==> src/rtl/fs_pkg.sv <==
package fs_pkg;
  localparam int ST_W     = 8;
  localparam int ST_PSU   = 0;
  localparam int ST_DCDC  = 1;
  localparam int ST_TRIP  = 2;
  localparam int ST_VOLT  = 3;
  localparam int ST_TWARN = 4;
  localparam int ST_TCRIT = 5;
  localparam int ST_FAN1  = 6;
  localparam int ST_FANN  = 7;
  localparam logic [ST_W-1:0] FATAL_MASK = 8'b1010_0110;

  typedef enum logic [2:0] {
    PH_OFF, PH_LOADER, PH_MPBOOT, PH_STACK, PH_RUN
  } phase_e;
endpackage

==> src/rtl/fs_sync.sv <==
module fs_sync #(
  parameter int         W       = 1,
  parameter logic [W-1:0] RST_VAL = '0
) (
  input  logic         clk_i,
  input  logic         rst_ni,
  input  logic [W-1:0] d_i,
  output logic [W-1:0] q_o
);
  logic [W-1:0] s1_q, s2_q;

  always_ff @(posedge clk_i or negedge rst_ni) begin
    if (!rst_ni) begin
      s1_q <= RST_VAL;
      s2_q <= RST_VAL;
    end else begin
      s1_q <= d_i;
      s2_q <= s1_q;
    end
  end

  assign q_o = s2_q;
endmodule

==> src/rtl/fs_fan_mon.sv <==
module fs_fan_mon #(
  parameter int N_FAN   = 4,
  parameter int TIMEOUT = 1000
) (
  input  logic             clk_i,
  input  logic             rst_ni,
  input  logic [N_FAN-1:0] tach_i,
  output logic [N_FAN-1:0] stall_o
);
  localparam int CNT_W = $clog2(TIMEOUT + 1);
  localparam logic [CNT_W-1:0] LIMIT = CNT_W'(TIMEOUT);

  logic [N_FAN-1:0] tach_s;

  fs_sync #(.W(N_FAN), .RST_VAL('0)) u_sync (
    .clk_i, .rst_ni, .d_i(tach_i), .q_o(tach_s)
  );

  for (genvar g = 0; g < N_FAN; g++) begin : g_fan
    logic             prev_q;
    logic [CNT_W-1:0] cnt_q;

    always_ff @(posedge clk_i or negedge rst_ni) begin
      if (!rst_ni) begin
        prev_q <= 1'b0;
        cnt_q  <= '0;
      end else begin
        prev_q <= tach_s[g];
        if (tach_s[g] ^ prev_q) cnt_q <= '0;
        else if (cnt_q != LIMIT) cnt_q <= cnt_q + 1'b1;
      end
    end

    assign stall_o[g] = (cnt_q == LIMIT);
  end
endmodule

==> src/rtl/fs_blink.sv <==
module fs_blink #(
  parameter int TICK_DIV  = 100,
  parameter int SLOW_LOG2 = 2
) (
  input  logic clk_i,
  input  logic rst_ni,
  output logic fast_o,
  output logic slow_o
);
  localparam int DIV_W = (TICK_DIV > 1) ? $clog2(TICK_DIV) : 1;
  localparam logic [DIV_W-1:0] DIV_LAST = DIV_W'(TICK_DIV - 1);

  logic [DIV_W-1:0]   pre_q;
  logic [SLOW_LOG2:0] ph_q;

  always_ff @(posedge clk_i or negedge rst_ni) begin
    if (!rst_ni) begin
      pre_q <= '0;
      ph_q  <= '0;
    end else if (pre_q == DIV_LAST) begin
      pre_q <= '0;
      ph_q  <= ph_q + 1'b1;
    end else begin
      pre_q <= pre_q + 1'b1;
    end
  end

  assign fast_o = ph_q[0];
  assign slow_o = ph_q[SLOW_LOG2];
endmodule

==> src/rtl/fs_boot_led.sv <==
module fs_boot_led
  import fs_pkg::*;
(
  input  logic clk_i,
  input  logic rst_ni,
  input  logic stb_i,
  input  logic blink_i,
  output logic led_o,
  output logic host_rel_o
);
  phase_e phase_q;

  always_ff @(posedge clk_i or negedge rst_ni) begin
    if (!rst_ni)                        phase_q <= PH_OFF;
    else if (stb_i && phase_q != PH_RUN) phase_q <= phase_e'(phase_q + 3'd1);
  end

  always_comb begin
    unique case (phase_q)
      PH_LOADER: led_o = 1'b1;
      PH_MPBOOT: led_o = blink_i;
      PH_RUN:    led_o = 1'b1;
      default:   led_o = 1'b0;
    endcase
  end

  assign host_rel_o = (phase_q == PH_STACK) || (phase_q == PH_RUN);
endmodule

==> src/rtl/fault_supervisor.sv <==
module fault_supervisor
  import fs_pkg::*;
#(
  parameter int N_PSU       = 2,
  parameter int N_DCDC      = 4,
  parameter int N_FAN       = 4,
  parameter int FAN_TIMEOUT = 100_000_000,
  parameter int TICK_DIV    = 100_000_000,
  parameter int SLOW_LOG2   = 2
) (
  input  logic              clk_i,
  input  logic              rst_ni,
  input  logic [N_PSU-1:0]  psu_in_ok_i,
  input  logic [N_PSU-1:0]  psu_out_ok_i,
  input  logic [N_DCDC-1:0] dcdc_good_i,
  input  logic              cpu_trip_ni,
  input  logic [N_FAN-1:0]  fan_tach_i,
  input  logic              volt_bad_i,
  input  logic              temp_warn_i,
  input  logic              temp_crit_i,
  input  logic              boot_stb_i,
  input  logic              clr_i,
  output logic              pwr_en_o,
  output logic              cpu_pwr_en_o,
  output logic              host_rst_no,
  output logic              pwr_led_o,
  output logic              svc_led_o,
  output logic              psu_led_o,
  output logic              heat_led_o,
  output logic              fan_led_o,
  output logic [N_FAN-1:0]  fan_mod_led_o,
  output logic [ST_W-1:0]   status_o,
  output logic              irq_o
);
  localparam int LV     = 2 * N_PSU + N_DCDC + 4;
  localparam int IX_DC  = 2 * N_PSU;
  localparam int IX_TR  = 2 * N_PSU + N_DCDC;
  localparam logic [LV-1:0] LV_RST = {3'b000, {(LV - 3){1'b1}}};

  logic [LV-1:0]    lv_s;
  logic [N_FAN-1:0] stall;
  logic [5:0]       cond;
  logic [ST_W-1:0]  lat_q, lat_d;
  logic [N_FAN-1:0] fan_q, fan_d;
  logic             irq_q;
  logic             fast, slow, boot_led, host_rel;
  logic             hot_blink;

  fs_sync #(.W(LV), .RST_VAL(LV_RST)) u_lvl (
    .clk_i, .rst_ni,
    .d_i({temp_crit_i, temp_warn_i, volt_bad_i, cpu_trip_ni,
          dcdc_good_i, psu_out_ok_i, psu_in_ok_i}),
    .q_o(lv_s)
  );

  fs_fan_mon #(.N_FAN(N_FAN), .TIMEOUT(FAN_TIMEOUT)) u_fan (
    .clk_i, .rst_ni, .tach_i(fan_tach_i), .stall_o(stall)
  );

  fs_blink #(.TICK_DIV(TICK_DIV), .SLOW_LOG2(SLOW_LOG2)) u_blink (
    .clk_i, .rst_ni, .fast_o(fast), .slow_o(slow)
  );

  fs_boot_led u_boot (
    .clk_i, .rst_ni, .stb_i(boot_stb_i), .blink_i(fast),
    .led_o(boot_led), .host_rel_o(host_rel)
  );

  always_comb begin
    cond           = '0;
    cond[ST_PSU]   = ~&lv_s[IX_DC-1:0];
    cond[ST_DCDC]  = ~&lv_s[IX_TR-1:IX_DC];
    cond[ST_TRIP]  = ~lv_s[IX_TR];
    cond[ST_VOLT]  = lv_s[IX_TR+1];
    cond[ST_TWARN] = lv_s[IX_TR+2];
    cond[ST_TCRIT] = lv_s[IX_TR+3];
  end

  // set wins over clear
  always_comb begin
    fan_d          = (fan_q & {N_FAN{~clr_i}}) | stall;
    lat_d          = (lat_q & {ST_W{~clr_i}}) | {2'b00, cond};
    lat_d[ST_FAN1] = |fan_d;
    lat_d[ST_FANN] = ($countones(fan_d) > 1);
  end

  always_ff @(posedge clk_i or negedge rst_ni) begin
    if (!rst_ni) begin
      lat_q <= '0;
      fan_q <= '0;
      irq_q <= 1'b0;
    end else begin
      lat_q <= lat_d;
      fan_q <= fan_d;
      irq_q <= (|(lat_d & ~lat_q)) | (|(fan_d & ~fan_q));
    end
  end

  assign hot_blink     = lat_q[ST_TRIP] | lat_q[ST_TWARN] | lat_q[ST_TCRIT];
  assign pwr_en_o      = ~|(lat_q & FATAL_MASK);
  assign cpu_pwr_en_o  = pwr_en_o & cpu_trip_ni;
  assign host_rst_no   = host_rel;
  assign pwr_led_o     = lat_q[ST_DCDC] ? slow : boot_led;
  assign svc_led_o     = (hot_blink | lat_q[ST_VOLT]) ? fast
                         : (lat_q[ST_PSU] | lat_q[ST_DCDC] | lat_q[ST_FAN1]);
  assign psu_led_o     = lat_q[ST_VOLT] ? fast : lat_q[ST_PSU];
  assign heat_led_o    = hot_blink & fast;
  assign fan_led_o     = lat_q[ST_FAN1];
  assign fan_mod_led_o = fan_q;
  assign status_o      = lat_q;
  assign irq_o         = irq_q;
endmodule

==> config.mk <==
export PLATFORM = sky130hd
export DESIGN_NAME = fault_supervisor
export DESIGN_NICKNAME = d
export VERILOG_FILES = /design/src/rtl/fs_pkg.sv /design/src/rtl/fs_sync.sv /design/src/rtl/fs_fan_mon.sv /design/src/rtl/fs_blink.sv /design/src/rtl/fs_boot_led.sv /design/src/rtl/fault_supervisor.sv
export SDC_FILE = /design/constraint.sdc
export NUM_CORES = 1
export LEC_CHECK = 0
export BUFFER_PORTS_ARGS = -buffer_cell sky130_fd_sc_hd__buf_2
export CORE_MARGIN = 1
export CORE_UTILIZATION = 30
export DETAILED_ROUTE_END_ITERATION = 10
export SETUP_SLACK_MARGIN = 0.02
export SYNTH_ARGS = -nofsm -noshare
export SYNTH_HDL_FRONTEND = slang
export SYNTH_HIERARCHICAL = 1
export SYNTH_SLANG_ARGS = --single-unit
==> constraint.sdc <==
create_clock -name clk_i -period 6.3 [get_ports clk_i]
set_input_delay 0.945 -clock clk_i [delete_from_list [all_inputs] [get_ports clk_i]]
set_output_delay 0.945 -clock clk_i [all_outputs]
set_load 0.02 [all_outputs]
==> out/results.tsv, run 1 <==
stage	metric	value	unit
power	Seq pwr share	51.4	%
route	routed wire length per instance	14.0	um
place	Final HPWL DP	12.4	mm
clocking	clk slew on worst S/H paths	70	ps
critical_path	Data required, critical path	5350	ps
die	Ports	41	
global_routing	vias in the first global route	6320	
yosys	Synth Instances	871	
power	Sw Share	25.0	%
cells_and_area	fin util	35.0	%
yosys	#FFs+latches synth	190	
clocking	CTS Root Cell	clkbuf_16	
global_routing	largest net degree at the start of global routing	117	
route	Vias/cell	4.84	
run_status	status	finished, final reports clean	
die	Die Width	174	um
critical_path	Critical Path AT	2060	ps
clocking	Clock Sink Count	190	
sta	Fin Clk Skew	11.2	ps
yosys	syn_nets	907	
critical_path	CP Launch Type	flop	
clocking	Post-CTS Resized	0	
power	Leakage	4.21	nW
cells_and_area	fill count	2913	
sta	Final Hold Viols	0	
sta	RSZ-0062 raised after global routing	false	
clocking	CTS tree	done	
die	row count	62	
cells_and_area	final net count	948	
sta	fin crit share	47.6	%
cells_and_area	P&R area growth vs syn	13.5	%
sta	worst slew pin tran	1170	ps
cells_and_area	# diodes	0	
power	Psw	0.631	mW
global_routing	total grt overflow	0	
place	IO Port Bufs	40	
clocking	CTS Hold Bufs	0	
power	power density over the cells	249	mW/mm^2
clocking	clock buffer count from CTS	17	
die	Core Area	0.0289	mm^2
clocking	post-CTS setup buffers	0	
die	die area	0.0304	mm^2
global_routing	overall routing resource usage	12.9	%
yosys	Avg Inst Size Synth	10.2	um^2
sta	Max Slew Vio Count	0	
die	Starting Density	30.8	%
critical_path	critical path class	reg2out	
power	peak supply drop	0.181	mV
route	Routed Antenna Nets	0	
sta	Tmin final	3000	ps
route	residual DRC count	0	
sta	slew margin rel.	21.9	%
critical_path	crit-path max FO	3	
place	Setup WS pre-CTS	3620	ps
sta	final setup fails	0	
clocking	Clock Path Buffers	2	
cells_and_area	fraction of layout cells with a size suffix above 1	12.6	%
global_routing	antenna violations before repair	1	
yosys	synth warn	6	
yosys	Post-synth EDFFs	0	
clocking	maximum level of the CTS H-tree	4	
sta	final hold slack	349	ps
power	Pint	1.89	mW
route	initial DRC count	514	
sta	Final TNS setup	0	ps
route	overall routed net length	18.4	mm
route	Pre-antenna DRT Iters	4	
route	DR vias	6336	
power	Comb power frac	7.2	%
die	Die Y	174	um
yosys	register area share after synthesis	53.6	%
power	clock group share of total power	41.4	%
job	Max Cap Viol	0	
sta	fmax	333	MHz
sta	worst setup margin	3300	ps
yosys	synthesized area	0.00892	mm^2
min_path	Worst Hold Class	reg2reg	
critical_path	critical path capture point type	output port	
global_routing	first-pass GRT wire length	31.6	mm
place	RD Place Congestion	0.775	
yosys	Cell variety after synth	58	
clocking	worst skew pair latency	440	ps
yosys	ys async rst share	100	%
yosys	prevailing post-synth register cell	dfrtp_1	
[cell usage after synthesis, types with 2 or more instances]
master / instances / area (um^2)
buf_6: 2 / 22.5
o21ai_0: 38 / 190
a21o_2: 5 / 43.8
clkbuf_1: 14 / 52.6
nor4b_1: 5 / 43.8
nor4_2: 3 / 37.5
nand4_1: 42 / 263
nor3_1: 19 / 95.1
and2_1: 7 / 43.8
mux2i_1: 5 / 50.1
nor3b_1: 2 / 15.0
nand3_1: 50 / 250
xor2_1: 53 / 464
nand2_1: 51 / 191
buf_4: 2 / 15.0
nor4_1: 22 / 138
dfstp_2: 18 / 473
nor2_1: 105 / 394
xnor2_1: 47 / 412
nor2b_1: 5 / 31.3
or4_1: 6 / 45.0
nand2b_1: 6 / 37.5
o22ai_1: 3 / 18.8
inv_1: 35 / 131
and3_1: 24 / 150
mux2_2: 2 / 22.5
nor4bb_1: 3 / 30.0
dfrtp_1: 172 / 4300
ha_1: 16 / 200
a21o_1: 2 / 15.0
buf_2: 4 / 20.0
o2111ai_1: 2 / 17.5
o31ai_1: 3 / 22.5
and4_1: 14 / 123
nand4b_1: 2 / 17.5
or3_1: 28 / 175
a21oi_1: 33 / 165
[layer usage]
layer	GRT usage [%]	share of wire, %	up-vias
li1	-	-	3130
met1	16.4	47	3137
met2	21.5	48	60
met3	3.54	3.5	9
met4	3.44	0.99	0
met5	0	0	-
[stage by stage]
step	area, um^2	power, mW	cells
after floorplan	8920	1.42	871
after global placement	9550	1.50	1277
after detailed placement	9550	1.51	1277
after CTS	10100	2.57	1309
after global routing	10100	2.64	1309
final	10100	2.52	1309
[worst max-delay path: stages, from the launching register on]
cell	delay (ps)
dfrtp_1	400
inv_1	120
ha_1	150
a21oi_1	50
o21ai_0	410
mux2_2	290
buf_2	180
[kinds of logic (layout without fill, tap and decap cells)]
logic type / after synthesis / after routing / share of synthesized area (%)
compound gates: 96 / 96 / 6.34
xor+xnor: 100 / 100 / 9.82
fa+ha+maj: 16 / 16 / 2.25
buf+inv: 59 / 113 / 2.81
flops: 190 / 190 / 53.6
mux: 9 / 9 / 1.11
simple gates: 401 / 401 / 24.1
[cells in the final DEF, fill, tap and decap left out, types with 3 or more instances in the layout]
master,Yosys,routed
ha_1,16,16
nand2b_1,6,6
mux2i_1,5,5
nor2_1,105,105
clkbuf_16,0,17
nand4_1,42,42
nor2b_1,5,5
xnor2_1,47,47
o22ai_1,3,3
clkbuf_8,0,3
or4_1,6,6
xor2_2,0,3
nor4bb_1,3,3
buf_2,4,39
nor4b_1,5,5
o21ai_0,38,38
a21o_2,5,5
buf_4,2,5
nor3_1,19,19
and4_1,14,14
and2_1,7,7
nor4_1,22,22
nor4_2,3,3
nand2_1,51,51
dfstp_2,18,18
and3_1,24,24
inv_1,35,35
a21oi_1,33,33
clkinv_4,0,3
clkinvlp_4,0,6
xor2_1,53,50
o31ai_1,3,3
nand3_1,50,50
or3_1,28,28
dfrtp_1,172,172
[area by class of cell]
class | instances | area, um^2 | share of cell area, %
Sequential cell | 190 | 4780 | 47.2
Multi-Input combinational cell | 622 | 3910 | 38.6
Clock inverter | 12 | 114 | 1.12
Clock buffer | 20 | 457 | 4.51
Tap cell | 384 | 480 | 4.75
Inverter | 36 | 135 | 1.34
Timing Repair Buffer | 45 | 246 | 2.44
[registers in the layout, indices dropped and copies added (netlist names), 4 cells and up]
name / count
u_fan/g_fan.cnt_q: 108
u_blink/pre_q: 27
u_fan/g_fan.prev_q: 4
u_lvl/q_o: 12
u_fan/u_sync/s1_q: 4
u_fan/u_sync/q_o: 4
u_lvl/s1_q: 12
status_o: 8
fan_mod_led_o: 4
[worst paths after layout]
path	slack [ps]	startpoint	end	cells after the start
min reg2reg	350	u_fan/u_sync/s1_q[0]	u_fan/u_sync/q_o[0]	0
min in group asynchronous	650	rst_ni	u_fan/u_sync/q_o[1]	1
max in group asynchronous	4450	rst_ni	u_fan/g_fan[1].cnt_q[11]	2
max reg2reg	3600	u_fan/g_fan[0].cnt_q[12]	irq_o	8
max	3300	u_boot/phase_q[0]	pwr_led_o	6
min	350	u_fan/u_sync/s1_q[0]	u_fan/u_sync/q_o[0]	0
[power groups by stage]
stage	clock network (mW)	registers, mW	logic [mW]
floorplan	0	1.31	0.110
global placement	0	1.32	0.185
detailed placement	0	1.32	0.188
CTS	1.08	1.30	0.189
global route	1.12	1.30	0.210
finish	1.05	1.30	0.182
Note: power is estimated with default switching activity, not from simulation.
==> inputs of run 2 (changes only) <==
==> constraint.sdc (replaced) <==
create_clock -name clk_i -period 2.6 [get_ports clk_i]
set_input_delay 0.39 -clock clk_i [delete_from_list [all_inputs] [get_ports clk_i]]
set_output_delay 0.39 -clock clk_i [all_outputs]
set_load 0.02 [all_outputs]
==> run 2 against run 1 <==
Compared with the run above:
- power increased by 150%
- cell count rose by 3.2%
- design area is 4.5% higher
- global-route usage rose by 0.25 points
- hold slack got worse by 310 ps
- via count rose by 4.2%
- clock power increased to 2.5 times the previous value
- utilization is 1.6 points higher
- non-clock buffer count rose by 42
- largest cell class unchanged
- highest routed layer unchanged
==> out/results.tsv, run 2 (same netlist as run 1, synthesis figures left out) <==
stage	metric	value	unit
run_status	status	finished, final reports clean	
clocking	Clock Path Buffers	2	
sta	worst slew pin tran	527	ps
cells_and_area	fraction of layout cells with a size suffix above 1	17.2	%
job	Max Cap Viol	0	
clocking	clk slew on worst S/H paths	70	ps
cells_and_area	Reg area	0.00478	mm^2
sta	Final Hold Viols	0	
sta	slew margin rel.	64.9	%
clocking	maximum level of the CTS H-tree	4	
sta	RSZ-0062 raised after global routing	true	
clocking	worst skew pair latency	440	ps
place	Final HPWL DP	13.2	mm
die	Core Area	0.0289	mm^2
route	Pre-antenna DRT Iters	5	
global_routing	overall routing resource usage	13.2	%
die	Die Width	174	um
place	RD Place Congestion	0.775	
power	peak supply drop	0.426	mV
route	Vias/cell	4.89	
power	Leakage	4.48	nW
route	initial DRC count	406	
route	overall routed net length	18.9	mm
min_path	Worst Hold Class	in2reg	
cells_and_area	commonest non-fill, non-tap cell in the layout	dfrtp_1	
sta	Fin Clk Skew	12.5	ps
sta	fmax	402	MHz
global_routing	largest net degree at the start of global routing	64	
cells_and_area	max FFs per register	108	
critical_path	CP Launch Type	flop	
sta	Tmin final	2480	ps
critical_path	Data required, critical path	2910	ps
global_routing	first-pass GRT wire length	32.3	mm
sta	fin crit share	95.6	%
clocking	Clock Sink Count	190	
cells_and_area	fin util	36.5	%
cells_and_area	commonest non-fill, non-tap cells in the layout	dfrtp_1, nor2_1, nand2_1	
die	row count	62	
die	Die Y	174	um
cells_and_area	Top reg by flops	u_fan/g_fan.cnt_q	
place	dpl cell area	0.00988	mm^2
critical_path	crit-path max FO	4	
cells_and_area	fill count	2840	
die	Starting Density	30.8	%
critical_path	critical path capture point type	flop	
global_routing	vias in the first global route	6476	
die	die area	0.0304	mm^2
route	DR vias	6601	
sta	Max Slew Vio Count	0	
cells_and_area	Design Area, Final	0.0106	mm^2
route	Routed Antenna Nets	0	
cells_and_area	# diodes	0	
clocking	CTS tree	done	
sta	Final TNS setup	0	ps
die	Ports	41	
cells_and_area	top flop regs	u_fan/g_fan.cnt_q: 108 flops, u_blink/pre_q: 27 flops	
route	routed wire length per instance	14.0	um
critical_path	Critical Path AT	2790	ps
clocking	clock buffer count from CTS	17	
cells_and_area	final net count	990	
power	power density over the cells	594	mW/mm^2
route	residual DRC count	0	
clocking	CTS Root Cell	clkbuf_16	
cells_and_area	P&R area growth vs syn	18.6	%
place	IO Port Bufs	40	
cells_and_area	multi-input logic area	0.00399	mm^2
global_routing	antenna violations before repair	1	
sta	final setup fails	0	
global_routing	total grt overflow	0	
critical_path	critical path class	reg2reg	
==> run 2: cell count changes in the layout (fill, tap and decap cells not counted), moves of 2 or more <==
cell	before	now
buf_4	5	44
inv_6	1	4
buf_12	0	2
ha_4	0	2
inv_2	1	3
nor4_1	22	19
ha_1	16	14
clkinv_4	3	1
inv_1	35	33
clkinvlp_4	6	1
nor4_4	0	2
==> run 2: per-stage QoR <==
stage               std cells  setup WS (ps)  power (mW)  hold WS, ps
global route             1351          -28.7        6.58         14.6
CTS                      1350           23.7        6.39         14.6
finish                   1351            115        6.28         44.1
detailed placement       1317          -14.5        3.67          336
floorplan                 871            110        3.45         94.4
global placement         1317           31.4        3.66          334
==> run 2: final cells by class <==
class                           count  share of cell area (%)
Sequential cell                   190                    45.2
Clock inverter                     10                    1.21
Multi-Input combinational cell    622                    37.7
Tap cell                          384                    4.54
Timing Repair Buffer               87                    5.57
Clock buffer                       22                    4.49
Inverter                           36                    1.28
==> run 2: path summary, 6_finish.rpt <==
| path | start | to | slack [ps] | depth (start not counted) |
|---|---|---|---|---|
| min | psu_out_ok_i[1] | u_lvl/s1_q[3] | 40 | 1 |
| min reg2reg | u_fan/u_sync/s1_q[0] | u_fan/u_sync/q_o[0] | 350 | 0 |
| min in group asynchronous | rst_ni | u_fan/u_sync/s1_q[1] | 530 | 2 |
| max | u_fan/g_fan[0].cnt_q[7] | irq_o | 120 | 9 |
| max in group asynchronous | rst_ni | u_lvl/q_o[6] | 1360 | 3 |
| max reg2reg | u_fan/g_fan[0].cnt_q[7] | irq_o | 120 | 9 |
==> run 2: what timing repair did <==
| item | 4_1_cts | 5_1_grt |
|---|---|---|
| pin swaps | 0 | 6 |
| resized for setup | 1 | 10 |
| buffers inserted | 0 | 1 |
| hold buffers | 1 | 0 |
| hold endpoints to repair | 47 | 0 |
| setup endpoints to repair | 1 | 2 |
==> run 2: where the power goes <==
group	leakage [nW]	internal (mW)	switching [mW]
Clock	0.294	1.51	1.16
Sequential	2.49	3.05	0.0862
Combinational	1.69	0.184	0.289
==> run 2: routing by layer <==
layer  wire [um]  global-route usage [%]  share of wire (%)
met5           0                       0                  0
met3         537                    2.54                2.8
met4         329                    5.34                1.7
met2        8910                    20.5                 47
met1        9170                    17.9                 48
==> run 2: worst max-delay path: stages (launching register included) <==
cell and delay (ps):
dfrtp_1 400, nor4bb_1 320, nand4_1 260, nor4_4 330
a21o_2 150, inv_2 40, ha_4 260, ha_4 190
a221oi_4 280, o211ai_1 120
